[src/rtl/sbp_pkg.sv]
package sbp_pkg;

    typedef enum logic [1:0] {
        SBP_IDLE   = 2'd0,
        SBP_DEMAND = 2'd1,
        SBP_WAIT   = 2'd2
    } sbp_state_e;

endpackage

[src/rtl/sbp_head_match.sv]
module sbp_head_match #(
    parameter int ADDR_W  = 12,
    parameter int NUM_BUF = 4,
    parameter int BW      = 2
) (
    input  logic [NUM_BUF-1:0]        head_vld,
    input  logic [NUM_BUF*ADDR_W-1:0] head_addr,
    input  logic [ADDR_W-1:0]         probe_addr,
    output logic                      hit,
    output logic [BW-1:0]             hit_idx
);

    logic [NUM_BUF-1:0] eq;

    for (genvar g = 0; g < NUM_BUF; g++) begin : g_cmp
        assign eq[g] = head_vld[g] && (head_addr[g*ADDR_W +: ADDR_W] == probe_addr);
    end

    // lowest-numbered matching buffer wins
    always_comb begin
        hit     = |eq;
        hit_idx = '0;
        for (int i = NUM_BUF - 1; i >= 0; i--) begin
            if (eq[i]) hit_idx = BW'(i);
        end
    end

endmodule

[src/rtl/sbp_pf_pick.sv]
module sbp_pf_pick #(
    parameter int NE = 16,
    parameter int IW = 4
) (
    input  logic [NE-1:0] need,
    output logic          found,
    output logic [IW-1:0] idx
);

    // lowest flat index (buffer-major, head first) gets the port
    always_comb begin
        found = |need;
        idx   = '0;
        for (int i = NE - 1; i >= 0; i--) begin
            if (need[i]) idx = IW'(i);
        end
    end

endmodule

[src/rtl/stream_prefetcher.sv]
module stream_prefetcher
    import sbp_pkg::*;
#(
    parameter int ADDR_W  = 12,
    parameter int DATA_W  = 32,
    parameter int NUM_BUF = 4,
    parameter int DEPTH   = 4
) (
    input  logic              clk,
    input  logic              rst_n,
    input  logic              miss_valid,
    output logic              miss_ready,
    input  logic [ADDR_W-1:0] miss_addr,
    output logic              mem_req_valid,
    input  logic              mem_req_ready,
    output logic [ADDR_W-1:0] mem_req_addr,
    input  logic              mem_rsp_valid,
    input  logic [DATA_W-1:0] mem_rsp_data,
    output logic              fill_valid,
    output logic [ADDR_W-1:0] fill_addr,
    output logic [DATA_W-1:0] fill_data,
    output logic              fill_from_buf
);

    localparam int BW = (NUM_BUF > 1) ? $clog2(NUM_BUF) : 1;
    localparam int SW = (DEPTH > 1) ? $clog2(DEPTH) : 1;
    localparam int NE = NUM_BUF * DEPTH;
    localparam int IW = (NE > 1) ? $clog2(NE) : 1;

    typedef struct packed {
        logic              vld;
        logic              pend;
        logic              iss;
        logic [ADDR_W-1:0] addr;
        logic [DATA_W-1:0] data;
    } ent_t;

    typedef ent_t [DEPTH-1:0] row_t;

    typedef struct packed {
        row_t [NUM_BUF-1:0] rows;
        sbp_state_e         st;
        logic               dem_iss;
        logic [ADDR_W-1:0]  dem_addr;
        logic [BW-1:0]      wait_buf;
        logic               out_vld;
        logic               out_dem;
        logic [BW-1:0]      out_buf;
        logic [ADDR_W-1:0]  out_addr;
        logic [BW-1:0]      alloc_ptr;
        logic               fill_vld;
        logic [ADDR_W-1:0]  fill_addr;
        logic [DATA_W-1:0]  fill_data;
        logic               fill_buf;
    } regs_t;

    regs_t q, n;

    // advance a buffer by one and append the block after its old tail
    function automatic row_t shift_in(row_t r);
        row_t o;
        for (int s = 0; s < DEPTH - 1; s++) o[s] = r[s + 1];
        o[DEPTH-1] = '{vld: 1'b1, pend: 1'b1, iss: 1'b0,
                       addr: r[DEPTH-1].addr + ADDR_W'(1), data: '0};
        return o;
    endfunction

    // restart a buffer at the blocks that follow a miss
    function automatic row_t fresh_row(logic [ADDR_W-1:0] a);
        row_t o;
        for (int s = 0; s < DEPTH; s++) begin
            o[s] = '{vld: 1'b1, pend: 1'b1, iss: 1'b0,
                     addr: a + ADDR_W'(s + 1), data: '0};
        end
        return o;
    endfunction

    logic [NUM_BUF-1:0]        head_vld;
    logic [NUM_BUF*ADDR_W-1:0] head_addr;
    logic [NE-1:0]             pf_need;
    logic                      hm_hit;
    logic [BW-1:0]             hm_idx;
    logic                      pf_found;
    logic [IW-1:0]             pf_idx;
    logic [BW-1:0]             pf_b;
    logic [SW-1:0]             pf_s;

    always_comb begin
        for (int b = 0; b < NUM_BUF; b++) begin
            head_vld[b]                   = q.rows[b][0].vld;
            head_addr[b*ADDR_W +: ADDR_W] = q.rows[b][0].addr;
            for (int s = 0; s < DEPTH; s++) begin
                pf_need[b*DEPTH + s] = q.rows[b][s].vld && !q.rows[b][s].iss;
            end
        end
    end

    sbp_head_match #(.ADDR_W(ADDR_W), .NUM_BUF(NUM_BUF), .BW(BW)) u_match (
        .head_vld  (head_vld),
        .head_addr (head_addr),
        .probe_addr(miss_addr),
        .hit       (hm_hit),
        .hit_idx   (hm_idx)
    );

    sbp_pf_pick #(.NE(NE), .IW(IW)) u_pick (
        .need (pf_need),
        .found(pf_found),
        .idx  (pf_idx)
    );

    always_comb begin
        pf_b = BW'(32'(pf_idx) / DEPTH);
        pf_s = SW'(32'(pf_idx) % DEPTH);
    end

    // demand always outranks prefetch; one request in flight at a time
    assign mem_req_valid = !q.out_vld && (q.dem_iss || pf_found);
    assign mem_req_addr  = q.dem_iss ? q.dem_addr : q.rows[pf_b][pf_s].addr;
    assign miss_ready    = (q.st == SBP_IDLE);
    assign fill_valid    = q.fill_vld;
    assign fill_addr     = q.fill_addr;
    assign fill_data     = q.fill_data;
    assign fill_from_buf = q.fill_buf;

    always_comb begin
        logic          pop_go;
        logic [BW-1:0] pop_idx;
        n          = q;
        n.fill_vld = 1'b0;
        pop_go     = 1'b0;
        pop_idx    = '0;

        // 1) a response lands in the buffer entry it was issued for
        if (mem_rsp_valid && q.out_vld) begin
            n.out_vld = 1'b0;
            if (!q.out_dem) begin
                for (int s = 0; s < DEPTH; s++) begin
                    if (n.rows[q.out_buf][s].vld && n.rows[q.out_buf][s].pend &&
                        n.rows[q.out_buf][s].iss && n.rows[q.out_buf][s].addr == q.out_addr) begin
                        n.rows[q.out_buf][s].data = mem_rsp_data;
                        n.rows[q.out_buf][s].pend = 1'b0;
                    end
                end
            end
        end

        // 2) request accepted by memory
        if (mem_req_valid && mem_req_ready) begin
            n.out_vld  = 1'b1;
            n.out_addr = mem_req_addr;
            n.out_dem  = q.dem_iss;
            n.out_buf  = pf_b;
            if (q.dem_iss) n.dem_iss = 1'b0;
            else           n.rows[pf_b][pf_s].iss = 1'b1;
        end

        // 3) miss handling
        case (q.st)
            SBP_IDLE: begin
                if (miss_valid) begin
                    if (hm_hit) begin
                        if (n.rows[hm_idx][0].pend) begin
                            n.st       = SBP_WAIT;
                            n.wait_buf = hm_idx;
                        end else begin
                            pop_go  = 1'b1;
                            pop_idx = hm_idx;
                        end
                    end else begin
                        n.rows[q.alloc_ptr] = fresh_row(miss_addr);
                        n.alloc_ptr = (q.alloc_ptr == BW'(NUM_BUF - 1)) ? '0 : q.alloc_ptr + 1'b1;
                        n.st        = SBP_DEMAND;
                        n.dem_iss   = 1'b1;
                        n.dem_addr  = miss_addr;
                    end
                end
            end
            SBP_WAIT: begin
                if (!n.rows[q.wait_buf][0].pend) begin
                    pop_go  = 1'b1;
                    pop_idx = q.wait_buf;
                    n.st    = SBP_IDLE;
                end
            end
            SBP_DEMAND: begin
                if (mem_rsp_valid && q.out_vld && q.out_dem) begin
                    n.fill_vld  = 1'b1;
                    n.fill_addr = q.out_addr;
                    n.fill_data = mem_rsp_data;
                    n.fill_buf  = 1'b0;
                    n.st        = SBP_IDLE;
                end
            end
            default: n.st = SBP_IDLE;
        endcase

        if (pop_go) begin
            n.fill_vld      = 1'b1;
            n.fill_addr     = n.rows[pop_idx][0].addr;
            n.fill_data     = n.rows[pop_idx][0].data;
            n.fill_buf      = 1'b1;
            n.rows[pop_idx] = shift_in(n.rows[pop_idx]);
        end
    end

    always_ff @(posedge clk) begin
        if (!rst_n) q <= '0;
        else        q <= n;
    end

    AST_DEMAND_WINS: assert property (@(posedge clk) disable iff (!rst_n)
        (q.dem_iss && !q.out_vld) |-> (mem_req_valid && mem_req_addr == q.dem_addr));
    AST_DEMAND_HELD: assert property (@(posedge clk) disable iff (!rst_n)
        (mem_req_valid && !mem_req_ready && q.dem_iss) |=> (mem_req_valid && $stable(mem_req_addr)));
    AST_FILL_HAS_CAUSE: assert property (@(posedge clk) disable iff (!rst_n)
        fill_valid |-> ($past(miss_valid && miss_ready) || $past(q.st != SBP_IDLE)));
    AST_WAIT_ON_PENDING: assert property (@(posedge clk) disable iff (!rst_n)
        (q.st == SBP_WAIT) |-> q.rows[q.wait_buf][0].pend);

    for (genvar b = 0; b < NUM_BUF; b++) begin : g_chk
        AST_FULL_OR_EMPTY: assert property (@(posedge clk) disable iff (!rst_n)
            q.rows[b][0].vld == q.rows[b][DEPTH-1].vld);
        AST_SEQ_ORDER: assert property (@(posedge clk) disable iff (!rst_n)
            q.rows[b][0].vld |-> (q.rows[b][1].addr == q.rows[b][0].addr + ADDR_W'(1)));
    end

endmodule

[config.mk]
export PLATFORM = sky130hd
export DESIGN_NAME = stream_prefetcher
export DESIGN_NICKNAME = d
export VERILOG_FILES = /design/src/rtl/sbp_pkg.sv /design/src/rtl/sbp_head_match.sv /design/src/rtl/sbp_pf_pick.sv /design/src/rtl/stream_prefetcher.sv
export SDC_FILE = /design/constraint.sdc
export NUM_CORES = 2
export LEC_CHECK = 0
export BUFFER_PORTS_ARGS = -buffer_cell sky130_fd_sc_hd__buf_2
export CAP_MARGIN = 20
export CORE_MARGIN = 2
export CORE_UTILIZATION = 31
export CTS_BUF_LIST = sky130_fd_sc_hd__clkbuf_4
export DETAILED_ROUTE_END_ITERATION = 6
export SYNTH_ARGS = -nofsm -noshare
export SYNTH_HDL_FRONTEND = slang
export SYNTH_HIERARCHICAL = 1
export SYNTH_SLANG_ARGS = --single-unit
[constraint.sdc]
create_clock -name clk -period 7.8 [get_ports clk]
set_clock_uncertainty 0.15 [all_clocks]
set_input_delay 0.78 -clock clk [delete_from_list [all_inputs] [get_ports clk]]
set_output_delay 0.78 -clock clk [all_outputs]
set_load 0.01 [all_outputs]
==> flow_summary.ini <==
[run_status]
status = complete, but fails checks
violations = DRC

[logic_synthesis]
synth_fa_ha_area_share_pct = 0.250
yosys-top-cells-area = dfxtp_1 (37%), mux2i_1 (11%), nand2_1 (9.1%)
synth_compound_area_share_pct = 13.8
ys.flop_type = dfxtp_1
ys_warn_count = 6
synth_nets = 5888
ys_types = 75
async_flop_share_pct = 0
synth_top_cell_area_share_pct = 37.0
synth-seq-area-share_pct = 37.0
synth_mux_area_share_pct = 16.9
synth_most_common_cell = nand2_1
synthCells = 5830
yosys.area.top_type = dfxtp_1
synth.avg_cell_area_um2 = 7.74
synthTopCellsByCount = nand2_1 (1096), dfxtp_1 (833), nor2_1 (781), a21oi_1 (669), mux2i_1 (500)
yosys.area_share.simple_pct = 23.0
synth-edff-count = 0
synth_top_family_by_area = simple AND/OR/NAND/NOR gates
synth_xor_area_share_pct = 2.95
ys_ff_latch = 833
netlist_area_mm2 = 0.0451

[clocking]
root_buffer = clkbuf_4
cts_buffers = 212
clk_latency_ns = 1.24
path_clk_slew_ns = 0.07
clock_path_buffers = 3
post_cts_buffers = 0
htreeDepth = 4
cts_tree = yes
cts_sinks = 833

[setup_path]
cp-end-kind = primary output
worst-path-max-fanout = 30
cp-start-kind = flop
crit_required_ns = 6.87
critPathArrivalTime_ns = 5.39
crit_type = flop to primary output

[timing]
fmax_mhz = 158
fin_setup_tns_ns = 0
whs_ns = 0.304
min_period_ns = 6.32
final-hold-violation-count = 0
slew-limit-headroom_pct = 21.7
finalSetupViolCount = 0
slew_viol_final = 0
rsz0062_at_grt = no
fin_crit_sh_pct = 81.0
tightest_slew_ns = 1.17

[route]
routedWlPerCell_um = 21.7
via_per_inst = 5.57
drt-initial-drc-count = 4698
drtAntennaViolNets = 0
routed_wirelength_um = 167000
drt_pass1_iterations = 7
num_vias = 43100
drc = 3

[grt]
overflow = 0
grt_pass1_vias = 40200
grt_pass1_wl_um = 250000
track_usage_pct = 21.8
grt_max_degree = 185
antenna_found_initial = 5

[die]
boundaryPins = 109
start_util_pct = 31.1
die_x_um = 386
coreArea_mm2 = 0.145
rows = 140
die_y_um = 386
dieArea_mm2 = 0.149

[power]
peakVddDrop_mv = 0.106
power_density_mw_per_mm2 = 187
cellLeakagePower_nw = 20.2

[finish]
drive_gt1_share_pct = 12.5
multiInputGateArea_mm2 = 0.0259
syn_to_final_growth_pct = 9.81
n_fill_cell = 15400
final_nets = 5715
seqCellArea_mm2 = 0.0167

[place]
gp_congestion = 0.967
hpwlAfterDp_um = 102000
portBuffers = 108

[flow_run]
maxCapViolCount = 0

[hold_path]
hold_class = flop to flop
==> critical path: stages, from the launching register on <==
cell	delay [ns]
dfxtp_1	0.50
nor2b_1	0.32
nor4_1	0.15
o21ai_0	0.18
and3_4	0.68
buf_4	0.60
mux4_2	0.61
mux4_2	0.55
mux2_2	0.39
buf_2	0.18
==> power breakdown <==
group | internal [mW] | switching (mW) | total, mW
clock | 1.79 | 1.94 | 3.73
combinational | 0.374 | 0.736 | 1.11
sequential | 4.32 | 0.117 | 4.43
total | 6.48 | 2.79 | 9.27
==> worst paths after layout <==
kind | startpoint | to | cells after the start | slack [ns]
setup / recovery | head_vld[3]$_SDFF_PN0_ | mem_req_addr[10] | 9 | 1.48
hold / removal | q[70]$_SDFFE_PN0P_ | q[70]$_SDFFE_PN0P_ | 2 | 0.30
setup reg to reg | q[60]$_SDFFE_PN0P_ | q[641]$_SDFF_PN0_ | 12 | 1.77
hold reg to reg | q[70]$_SDFFE_PN0P_ | q[70]$_SDFFE_PN0P_ | 2 | 0.30
==> through the flow <==
stage	utilization, %	cell area (um2)	std cells	setup slack (ns)	power [mW]
finish	34.2	49600	7725	1.48	9.27
global route	34.2	49500	7723	1.29	9.61
CTS	34.1	49500	7717	1.45	9.30
detailed placement	32.0	46500	7310	1.64	5.58
global placement	32.0	46500	7308	1.77	5.58
floorplan	-	45100	5830	3.14	5.18
==> per-layer routing <==
layer | track usage, % | share of wire, % | up-vias
met5 | 0 | 0.0066 | -
li1 | - | - | 19800
met4 | 10.5 | 4.2 | 2
met1 | 29.5 | 43 | 20700
met3 | 4.88 | 9.4 | 406
met2 | 32.8 | 43 | 2100
==> flip-flops by register name, summed over array words and instances (netlist names) <==
register	count
fill_addr	12
fill_data	32
fill_from_buf	1
fill_valid	1
head_addr	48
head_vld	4
q	735
==> area by class of cell <==
type	instances	share of cell area, %
Clock buffer	305	4.62
Clock inverter	53	0.505
Timing Repair Buffer	257	3.92
Multi-Input combinational cell	4342	52.3
Sequential cell	833	33.7
Antenna cell	7	0.0354
Tap cell	1917	4.84
Inverter	11	0.0985
==> placed cells by master, fill, tap and decap left out, types with 68 or more instances in the layout <==
cell type / synthesis / routed
nand2_1: 1096 / 1074
dfxtp_1: 833 / 831
nor2_1: 781 / 779
a21oi_1: 669 / 669
mux2i_1: 500 / 500
nor3_1: 355 / 353
clkbuf_4: 0 / 305
xnor2_1: 111 / 111
buf_2: 50 / 109
mux4_2: 107 / 107
o21ai_0: 105 / 105
buf_4: 47 / 86
nand3_1: 81 / 78
a211oi_1: 68 / 68
==> repair_timing <==
item / CTS / global route
hold endpoints to repair: 410 / 0
endpoints found under the setup margin: 0 / 0
gates resized for setup: 0 / 0
hold buffers: 49 / 0
==> cells by family (layout without fill, tap and decap cells) <==
group | Yosys count | count (layout)
buffers and inverters | 655 | 626
XOR/XNOR | 147 | 147
adder cells (fa/ha/maj) | 9 | 9
flip-flops | 833 | 833
other | 0 | 7
multiplexers | 624 | 624
AND/OR/NAND/NOR | 2489 | 2489
AO/OA/AOI/OAI | 1073 | 1073
Note: power is estimated with default switching activity, not from simulation.
